==> src/rtl/adc_win_pkg.sv <==
package adc_win_pkg;
  localparam int ACT_W = 2;

  typedef enum logic [ACT_W-1:0] {
    ACT_NONE  = 2'd0,
    ACT_CLEAR = 2'd1,
    ACT_ALMV  = 2'd2,
    ACT_HIZ   = 2'd3
  } fault_act_e;
endpackage

==> src/rtl/adc_win_compare.sv <==
module adc_win_compare #(
  parameter int DW = 12,
  parameter int TW = 8,
  parameter int HW = 7
) (
  input  logic [DW-1:0] data,
  input  logic [TW-1:0] lim_hi,
  input  logic [TW-1:0] lim_lo,
  input  logic [HW-1:0] hyst,
  output logic          violate,
  output logic          release_ok
);
  localparam int PADW = DW - TW;

  logic [DW-1:0] hi_full;
  logic [DW-1:0] lo_full;
  logic [DW:0]   data_x;
  logic [DW:0]   hyst_x;

  always_comb begin
    hi_full    = {lim_hi, {PADW{1'b1}}};
    lo_full    = {lim_lo, {PADW{1'b0}}};
    data_x     = {1'b0, data};
    hyst_x     = (DW+1)'(hyst);
    violate    = (data > hi_full) || (data < lo_full);
    release_ok = ((data_x + hyst_x) <= {1'b0, hi_full}) &&
                 (data_x >= ({1'b0, lo_full} + hyst_x));
  end
endmodule

==> src/rtl/adc_win_chan.sv <==
module adc_win_chan #(
  parameter int DW = 12,
  parameter int TW = 8,
  parameter int HW = 7,
  parameter int CW = 3
) (
  input  logic          clk,
  input  logic          rst_n,
  input  logic          hit,
  input  logic [DW-1:0] data,
  input  logic [TW-1:0] lim_hi,
  input  logic [TW-1:0] lim_lo,
  input  logic [HW-1:0] hyst,
  input  logic [CW-1:0] run_limit,
  output logic          flag
);
  logic          violate;
  logic          release_ok;
  logic [CW-1:0] run_q, run_d;
  logic          flag_q, flag_d;
  logic          upd;

  adc_win_compare #(.DW(DW), .TW(TW), .HW(HW)) u_cmp (
    .data       (data),
    .lim_hi     (lim_hi),
    .lim_lo     (lim_lo),
    .hyst       (hyst),
    .violate    (violate),
    .release_ok (release_ok)
  );

  always_comb begin
    upd    = hit;
    run_d  = run_q;
    flag_d = flag_q;
    if (flag_q) begin
      run_d = '0;
      if (release_ok) flag_d = 1'b0;
    end else if (!violate) begin
      run_d = '0;
    end else if (run_q == run_limit) begin
      run_d  = '0;
      flag_d = 1'b1;
    end else begin
      run_d = run_q + 1'b1;
    end
  end

  always_ff @(posedge clk or negedge rst_n) begin
    if (!rst_n) begin
      run_q  <= '0;
      flag_q <= 1'b0;
    end else if (upd) begin
      run_q  <= run_d;
      flag_q <= flag_d;
    end
  end

  assign flag = flag_q;
endmodule

==> src/rtl/adc_window_alarm.sv <==
module adc_window_alarm
  import adc_win_pkg::*;
#(
  parameter int NCH = 3,
  parameter int DW  = 12,
  parameter int TW  = 8,
  parameter int HW  = 7,
  parameter int CW  = 3,
  localparam int CHW = (NCH > 1) ? $clog2(NCH) : 1
) (
  input  logic                 clk,
  input  logic                 rst_n,
  input  logic                 res_valid,
  input  logic [CHW-1:0]       res_chan,
  input  logic [DW-1:0]        res_data,
  input  logic [NCH*TW-1:0]    thr_hi,
  input  logic [NCH*TW-1:0]    thr_lo,
  input  logic [HW-1:0]        hyst,
  input  logic [CW-1:0]        run_limit,
  input  logic [NCH-1:0]       mask,
  input  logic [NCH*ACT_W-1:0] act_cfg,
  output logic [NCH-1:0]       fault_flag,
  output logic [NCH*ACT_W-1:0] fault_act,
  output logic                 alarm_irq
);
  logic [NCH-1:0] live;

  for (genvar i = 0; i < NCH; i++) begin : g_ch
    logic hit;
    assign hit = res_valid && (res_chan == CHW'(i));

    adc_win_chan #(.DW(DW), .TW(TW), .HW(HW), .CW(CW)) u_ch (
      .clk       (clk),
      .rst_n     (rst_n),
      .hit       (hit),
      .data      (res_data),
      .lim_hi    (thr_hi[i*TW +: TW]),
      .lim_lo    (thr_lo[i*TW +: TW]),
      .hyst      (hyst),
      .run_limit (run_limit),
      .flag      (fault_flag[i])
    );

    assign live[i] = fault_flag[i] & ~mask[i];
    assign fault_act[i*ACT_W +: ACT_W] =
      live[i] ? act_cfg[i*ACT_W +: ACT_W] : ACT_NONE;
  end

  assign alarm_irq = |live;
endmodule

==> config.mk <==
export PLATFORM = sky130hd
export DESIGN_NAME = adc_window_alarm
export DESIGN_NICKNAME = d
export VERILOG_FILES = /design/src/rtl/adc_win_pkg.sv /design/src/rtl/adc_win_compare.sv /design/src/rtl/adc_win_chan.sv /design/src/rtl/adc_window_alarm.sv
export SDC_FILE = /design/constraint.sdc
export NUM_CORES = 1
export LEC_CHECK = 0
export BUFFER_PORTS_ARGS = -buffer_cell sky130_fd_sc_hd__clkbuf_2
export CELL_PAD_IN_SITES_DETAIL_PLACEMENT = 0
export CELL_PAD_IN_SITES_GLOBAL_PLACEMENT = 1
export CORE_MARGIN = 3
export CORE_UTILIZATION = 44
export CTS_CLUSTER_SIZE = 40
export DETAILED_ROUTE_END_ITERATION = 10
export GPL_ROUTABILITY_DRIVEN = 0
export GPL_TIMING_DRIVEN = 0
export PLACE_DENSITY_LB_ADDON = 0.1
export REMOVE_ABC_BUFFERS = 1
export SETUP_SLACK_MARGIN = 0.4
export SYNTH_ARGS = -nofsm -noshare
export SYNTH_HDL_FRONTEND = slang
export SYNTH_SLANG_ARGS = --single-unit
==> constraint.sdc <==
create_clock -name clk -period 3.9 [get_ports clk]
set_input_delay 0.39 -clock clk [delete_from_list [all_inputs] [get_ports clk]]
set_output_delay 0.39 -clock clk [all_outputs]
set_load 0.1 [all_outputs]
## Word-level counts from Yosys, hierarchy flattened

Cells that the tools add are included.

- Bits in registers: 12
- Output and inout port bits: 10
- Input bits: 84

- Multiplexer cells: 24
- Order comparisons: 12
- Bitwise operators: 6
- $add $sub $neg: 7
- Reductions and logical operators: 11
- Eq/ne operators: 5

Operators by type and width:

| cell | number |
|---|---|
| $add A12 B7 Y13 | 4 |
| $ge A12 B13 Y1 | 3 |
| $le A13 B12 Y1 | 3 |
| $gt A12 B12 Y1 | 3 |
| $lt A12 B12 Y1 | 3 |
| $mux W3 | 9 |
| $mux W1 | 12 |
| $add A3 B1 Y3 const B | 3 |
| $eq A3 B3 Y1 | 3 |
| $logic_and A1 B1 Y1 | 6 |
| $mux W2 | 3 |
| $and A1 B1 Y1 | 3 |
| $logic_or A1 B1 Y1 | 3 |
| $not A1 Y1 | 3 |
| $reduce_or A3 Y1 | 1 |
| $eq A2 B1 Y1 const B | 1 |
| $eq A2 B2 Y1 const B | 1 |
| $logic_not A2 Y1 | 1 |

## Depth between registers and ports, before layout

Gate-level depths: netlist of run 1.

- Depth after elaboration: 5
- Gate-level depth with buffers: 16
- Mapped depth without buffers: 16

## Hierarchy

Synthesis of run 1 repeated with hierarchy kept, for this count alone.

- Cell total of the unflattened synthesis: 654
- Area total of the unflattened synthesis: 5088.6 µm²

Modules (own cells, without submodules):

| module | instances | sequential area each (µm²) | area an instance (µm²) | cells each |
|---|---|---|---|---|
| adc_win_compare | 3 | 0.0 | 1412.6 | 187 |
| adc_win_chan | 3 | 100.1 | 250.2 | 26 |
| adc_window_alarm | 1 | 0.0 | 100.1 | 15 |

## Worst setup path after synthesis of run 1

OpenSTA, ideal clock, no wires.

- Kind: reg-to-output
- Start point: register g_ch[0].u_ch.flag_q
- End point: output port fault_act[0]
- Stages on the path, launching flop included: 3
- Buffers on the path: 0
- Slack: 0.848 ns
- Data arrival time: 2.662 ns
- Cell sequence: dfrtp_1 inv_1 nor3b_1

- Cells in the longest elaborated chain, start to end: 2

RTL lines:

| item | line | text |
|---|---|---|
| start: declaration | adc_win_chan.sv:20 | `logic flag_q, flag_d;` |
| start signal: assignment | adc_win_chan.sv:55 | `flag_q <= flag_d;` |
| $and A1 B1 Y1 | adc_window_alarm.sv:44 | `assign live[i] = fault_flag[i] & ~mask[i];` |
| $mux W2 | adc_window_alarm.sv:46 | `live[i] ? act_cfg[i*ACT_W +: ACT_W] : ACT_NONE;` |
| end: declaration | adc_window_alarm.sv:23 | `output logic [NCH*ACT_W-1:0] fault_act,` |

Every way passes these cells.

## Final worst setup path of run 1

- Start point: input port res_data[0]
- End point: register g_ch[2].u_ch.flag_q

- Cells in the longest elaborated chain, start to end: 5

RTL lines:

| item | line | text |
|---|---|---|
| start: declaration | adc_window_alarm.sv:15 | `input logic [DW-1:0] res_data,` |
| $add A12 B7 Y13 | adc_win_compare.sv:26 | `release_ok = ((data_x + hyst_x) <= {1'b0, hi_full}) &&` |
| $le A13 B12 Y1 | adc_win_compare.sv:26 |  |
| $logic_and A1 B1 Y1 | adc_win_compare.sv:26 |  |
| $mux W1 | adc_win_chan.sv:38 | `if (release_ok) flag_d = 1'b0;` |
| $mux W1 (*) | adc_win_chan.sv:36 | `if (flag_q) begin` |
| end signal: assignment | adc_win_chan.sv:55 |  |
| end: declaration | adc_win_chan.sv:20 |  |

Mark *: on every way between the ends. The rest lies on a longest branch, timed or not.
A chain may end at the register's enable or synchronous reset.

==> run_results.csv, run 1 <==
group,metric,value,unit
power,vdd_drop_max,0.0002350,V
floorplan,coreArea,0.008382,mm^2
sta,drv_slew,0,
drt,drtPass1Iterations,4,
grt,antenna_found_initial,0,
finish,syn_to_final_growth,16.58,%
floorplan,die_area,0.009963,mm^2
clocking,path_clk_slew,0.05,ns
critical_path,r2r_start,"g_ch[2].u_ch.run_q[0]",
critical_path,r2r_end,"g_ch[2].u_ch.run_q[2]",
grt,grt_max_degree,15,
synthesis,syn-instance-count,489,
worst_hold_path,hold_class,"in2async",
floorplan,rows,33,
synthesis,synth-edff-count,0,
sta,slew_headroom,50.10,%
synthesis,avgSynthCellArea,7.919,um^2
clocking,cts_tree,"yes",
sta,clock_skew,0.002755,ns
sta,final.setup.tns,0,ns
critical_path,path_class,"in2reg",
finish,num_antenna_cells,0,
grt,grt_first_pass_wirelength,16.44,mm
flow_run,drv_cap,0,
critical_path,r2r_slack,2.45,ns
clocking,cts_hold_buf,0,
drt,route.vias.total,3800,
synthesis,synth-seq-cells,12,
drt,drt_drc_violations_left,0,
synthesis,ys_seq_area_share,7.754,%
critical_path,cp_common_cell,"ha_1",
clocking,clock_latency,0.24,ns
placement,place_ws,0.1170,ns
synthesis,synth_cell_type_count,50,
floorplan,initial_core_util,46.20,%
sta,hold_violations,0,
synthesis,synth.cell_area,0.003872,mm^2
status,outcome,"finished, final reports clean",
sta,worst_slew_pin_slew,0.7469,ns
critical_path,critical_path_arrival,3.37,ns
synthesis,synth_ff_type,"dfrtp_1",
drt,wirelength,10.12,mm
drt,wl_per_cell,14.70,um
drt,viasPerCell,5.523,
sta,setup_violations,0,
sta,fmax,304.0,MHz
sta,postLayoutSetupSlackWorst,0.6108,ns
sta,period_needed,3.289,ns
clocking,clockBufferDepth,2,
synthesis,synth-warning-count,0,
critical_path,crit_path_start_kind,"input port",
critical_path,slowest_delay,0.40,ns
floorplan,die-width,99.82,um
critical_path,crit_chain,"clkbuf_2 > ha_1 > inv_1 > fa_1 > o21bai_1 > a21oi_1 > o21ai_2 > a21o_1 > nand2_1 > xnor2_1 > ha_1 > a211oi_1 > a31oi_1 > o32ai_1 > a41oi_1",
finish,drive_gt1_share,18.18,%
drt,antenna_left,0,
placement,port_buffers,93,
grt,grt_pass1_vias,3726,
finish,nets,789,
drt,drtIter0Drc,81,
critical_path,crit_path_end_kind,"flop",
grt,gr-usage-all-layers,20.27,%
finish,final_util,53.86,%
clocking,htreeDepth,1,
critical_path,cp.required,3.98,ns
grt,grt_overflow,0,
power,power,0.001302,W
clocking,numClockSinks,12,
critical_path,reg2reg_depth,5,
floorplan,io_pins,94,
critical_path,slowest_stage,"fa_1",
critical_path,path_max_fanout,3,
power,leakage,2.479,nW
sta,min_period_over_period,84.34,%
sta,grt_setup_unrepaired,"no",
clocking,cts_inserted_buffers,3,
clocking,cts_root_buffer,"clkbuf_8",
power,power.density,288.4,mW/mm^2
placement,place_hpwl,8.888,mm
synthesis,async_reset_ff_share,100.0,%
floorplan,die_h,99.82,um
-- critical path, delay by kind of cell --
family                     cells  cell delay [ns]
buffers and inverters          2             0.16
adders and majority gates      3             0.91
AOI/OAI and AO/OA              8             1.45
xor gates and xnor gates       1             0.39
and+or+nand+nor                1             0.07
-- worst max-delay path by stage --
stage / slack [ns] / startpoint / depth (start not counted) / endpoint
finish: 0.61 / res_data[0] / 15 / g_ch[2].u_ch.flag
global route: 0.42 / res_data[0] / 16 / g_ch[2].u_ch.flag
CTS: 0.44 / res_data[0] / 15 / g_ch[2].u_ch.flag
detailed placement: 0.12 / res_data[0] / 16 / g_ch[2].u_ch.flag
global placement: 0.21 / res_data[0] / 16 / g_ch[2].u_ch.flag
floorplan: 0.13 / g_ch[1].u_ch.flag / 2 / fault_act[2]
-- where the power goes --
part           internal, W  total (W)  switching (W)
registers         0.000182   0.000253      0.0000710
clock network    0.0000680   0.000113      0.0000445
logic             0.000326   0.000937       0.000611
-- what timing repair did --
action                     4_1_cts  5_1_grt
resized for setup                1        4
gates cloned                     0        0
setup endpoints to repair        1        3
buffers inserted                 0        1
pin swaps                        0        1
-- synthesized netlist by cell type, types with 2 or more instances --
| cell type | number | share of area [%] |
|---|---|---|
| a41oi_1 | 2 | 0.45 |
| xor2_1 | 12 | 2.7 |
| buf_4 | 3 | 0.58 |
| o211ai_1 | 2 | 0.39 |
| nor2_1 | 19 | 1.8 |
| nand4_1 | 13 | 2.1 |
| nand3b_1 | 2 | 0.39 |
| a211oi_1 | 9 | 1.7 |
| inv_1 | 74 | 7.2 |
| a31oi_1 | 7 | 1.1 |
| nor2b_1 | 2 | 0.32 |
| o21a_1 | 3 | 0.58 |
| and4_1 | 2 | 0.45 |
| a21oi_1 | 31 | 4.0 |
| a21o_1 | 16 | 3.1 |
| o311ai_0 | 3 | 0.68 |
| o21bai_1 | 3 | 0.58 |
| nor4_1 | 2 | 0.32 |
| nor3b_1 | 9 | 1.7 |
| nand3_1 | 17 | 2.2 |
| ha_1 | 116 | 37 |
| a211o_1 | 2 | 0.45 |
| nand2b_1 | 3 | 0.48 |
| nand2_1 | 34 | 3.3 |
| fa_1 | 4 | 2.1 |
| dfrtp_1 | 12 | 7.8 |
| xnor2_1 | 25 | 5.7 |
| o2111a_1 | 2 | 0.58 |
| nor3_1 | 10 | 1.3 |
| o21ai_0 | 30 | 3.9 |
-- kinds of logic after synthesis --
logic type               after synthesis  synth area share [%]
buffers and inverters                 77                 7.754
flip-flops                            12                 7.754
AO/OA/AOI/OAI                        122                 20.42
AND/OR/NAND/NOR                      120                 15.90
XOR/XNOR                              37                 8.368
multiplexers                           1                0.2585
adder cells (fa/ha/maj)              120                 39.55
-- flip-flops by register name, indices dropped and copies added (netlist names) --
signal	count
g_ch.u_ch.flag	3
g_ch.u_ch.run_q	9
-- metrics by stage --
stage	hold WS [ns]	cell area, um^2	cells
2_1_floorplan	0.09441	3850	486
3_3_place_gp	0.2877	4447	684
3_5_place_dp	0.2924	4447	684
4_1_cts	0.03833	4496	687
5_1_grt	0.05198	4514	688
6_report	0.02807	4514	688
-- layout by cell type (no fill, tap or decap), types with 4 or more instances in the layout --
cell type and instances:
ha_1 116, clkbuf_2 93, inv_1 74, nand2_1 34
a21oi_1 31, o21ai_0 28, xnor2_1 23, nor2_1 19
nand3_1 17, a21o_1 16, nand4_1 13, xor2_1 12
dfrtp_1 12, nor3_1 10, nor3b_1 9, a211oi_1 9
a31oi_1 7, fa_1 4
-- layer usage --
| metal | share of wire, % | GRT usage [%] | vias up |
|---|---|---|---|
| li1 | - | - | 1961 |
| met1 | 46 | 25.63 | 1721 |
| met2 | 48 | 37.51 | 101 |
| met3 | 4.4 | 1.390 | 17 |
| met4 | 1.7 | 4.412 | 0 |
| met5 | 0 | 0 | - |
-- cell type report --
class / count / area (um^2)
inverters: 74 / 277.8
multi-input cells: 400 / 3291
fillers: 825 / 3867
flip-flops and latches: 12 / 300.3
repair buffers: 94 / 473.0
clock buffers: 3 / 41.29
well taps: 105 / 131.4
(Power assumes the default switching activity.)
==> run 2, diff against run 1 <==
--- a/config.mk
+++ b/config.mk
@@ -9,7 +9,7 @@
 export CELL_PAD_IN_SITES_DETAIL_PLACEMENT = 0
 export CELL_PAD_IN_SITES_GLOBAL_PLACEMENT = 1
 export CORE_MARGIN = 3
-export CORE_UTILIZATION = 44
+export CORE_UTILIZATION = 37
 export CTS_CLUSTER_SIZE = 40
 export DETAILED_ROUTE_END_ITERATION = 10
 export GPL_ROUTABILITY_DRIVEN = 0
==> constraint.sdc (replaced) <==
create_clock -name clk -period 2.7 [get_ports clk]
set_input_delay 0.27 -clock clk [delete_from_list [all_inputs] [get_ports clk]]
set_output_delay 0.27 -clock clk [all_outputs]
set_load 0.1 [all_outputs]
==> run_results.csv, run 2 (same netlist as run 1, synthesis figures left out) <==
group,metric,value,unit
floorplan,die-width,108.3,um
drt,wl_per_cell,15.59,um
sta,timing.hold.ws,0.4136,ns
drt,drt_drc_violations_left,0,
grt,grt_max_degree,15,
critical_path,critical_path_arrival,2.78,ns
critical_path,crit_chain,"buf_8 > ha_4 > inv_2 > fa_2 > o21bai_4 > a21oi_4 > o21ai_2 > a21o_1 > nand4_1 > xnor2_2 > ha_1 > buf_4 > nand2_1 > a31oi_1 > o32ai_2 > a41oi_1",
finish,final_common_cell,"ha_1",
clocking,htreeDepth,1,
power,leakage,2.593,nW
critical_path,slowest_stage,"fa_2",
floorplan,io_pins,94,
clocking,cts_inserted_buffers,3,
floorplan,die_h,108.3,um
critical_path,crit_path_end_kind,"flop",
finish,syn_to_final_growth,25.56,%
grt,antenna_found_initial,0,
worst_hold_path,hold_class,"in2reg",
clocking,clockBufferDepth,2,
sta,fmax,371.9,MHz
grt,gr-usage-all-layers,19.38,%
power,vdd_drop_max,0.0005013,V
flow_run,drv_cap,0,
sta,hold_violations,0,
finish,largest_reg_flops,9,
sta,clock_skew,0.0002715,ns
critical_path,crit_path_start_kind,"input port",
clocking,cts_tree,"yes",
finish,drive_gt1_share,24.37,%
sta,worst_slew_pin_slew,0.7721,ns
power,power.density,417.9,mW/mm^2
sta,slew_headroom,48.41,%
sta,final.setup.tns,0,ns
finish,max_flop_register,"g_ch.u_ch.run_q",
sta,drv_slew,0,
critical_path,slowest_delay,0.36,ns
status,outcome,"finished, final reports clean",
placement,port_buffers,93,
sta,grt_setup_unrepaired,"yes",
grt,grt_first_pass_wirelength,18.12,mm
finish,final_util,48.84,%
placement,place_hpwl,9.253,mm
sta,min_period_over_period,99.59,%
drt,drtIter0Drc,75,
grt,grt_pass1_vias,3858,
clocking,numClockSinks,12,
drt,wirelength,11.35,mm
floorplan,coreArea,0.009955,mm^2
drt,antenna_left,0,
grt,grt_overflow,0,
floorplan,initial_core_util,38.90,%
floorplan,die_area,0.01173,mm^2
drt,route.vias.total,3849,
critical_path,path_class,"in2reg",
clocking,clock_latency,0.24,ns
sta,setup_violations,0,
drt,viasPerCell,5.287,
finish,layout_common_cells,"ha_1 (112), clkbuf_2 (87), inv_1 (73), nand2_1 (34), a21oi_1 (27)",
critical_path,cp.required,2.79,ns
floorplan,rows,36,
clocking,cts_root_buffer,"clkbuf_8",
drt,drtPass1Iterations,4,
finish,num_antenna_cells,0,
clocking,path_clk_slew,0.06,ns
critical_path,path_max_fanout,3,
sta,period_needed,2.689,ns
finish,nets,800,
==> run 2: changes by cell type in the layout (fill, tap and decap cells not counted), sizes merged <==
cell	before	now
buf	1	16
clkbuf	96	92
dlygate4sd3	0	1
==> run 2: path summary, 6_finish.rpt <==
kind / start / to / slack (ns) / depth (start not counted)
max: hyst[0] / g_ch[2].u_ch.flag / 0.01 / 16
min: res_valid / g_ch[1].u_ch.run_q[0] / 0.41 / 4
max reg2reg: g_ch[2].u_ch.run_q[0] / g_ch[2].u_ch.run_q[2] / 1.27 / 5
min reg2reg: g_ch[2].u_ch.run_q[1] / g_ch[2].u_ch.run_q[1] / 0.52 / 2
max in group asynchronous: rst_n / g_ch[0].u_ch.flag / 2.01 / 2
min in group asynchronous: rst_n / g_ch[1].u_ch.run_q[0] / 0.45 / 2
==> run 2: area by class of cell <==
type	count	area, um^2
clock buffers	4	55.05
flip-flops and latches	12	300.3
repair buffers	105	583.1
fillers	1025	5092
multi-input cells	400	3480
well taps	133	166.4
inverters	74	277.8
==> run 2: through the flow <==
stage	worst slack (ns)	cells	instance area [um^2]	total power, W
after global routing	-0.2113	728	4862	0.002231
final	0.01103	728	4862	0.002032
after floorplan	-0.9471	486	3850	0.001361
after global placement	-0.8879	712	4482	0.001697
after CTS	-0.1117	725	4732	0.001997
after detailed placement	-0.8763	712	4482	0.001728
==> run 2: power breakdown <==
group          internal [W]  total (W)  switching, W
clock              0.000129   0.000202     0.0000726
combinational      0.000530    0.00146      0.000933
sequential         0.000262   0.000367      0.000105
total              0.000921    0.00203       0.00111
==> run 2: layer usage <==
metal  GRT usage [%]  vias up  share of wire [%]
li1                -     1983                  -
met1           25.12     1764                 45
met2           35.92       90                 49
met3           1.313       12                4.7
met4           2.705        0                1.3
met5               0        -                  0
==> run 2: worst max-delay path, delay by kind of cell <==
family,cells,cell delay (ns)
and+or+nand+nor,2,0.21
xor gates and xnor gates,1,0.31
AOI/OAI and AO/OA,7,0.93
buffers and inverters,3,0.26
adders and majority gates,3,0.80
==> run 2: timing repair <==
action / in CTS / in global routing
cloned: 0 / 0
hold buffers: 1 / 0
gates resized for setup: 27 / 28
buffers inserted: 8 / 3
endpoints found under the setup margin: 4 / 5
hold endpoints to repair: 12 / 0
pin swaps: 23 / 22
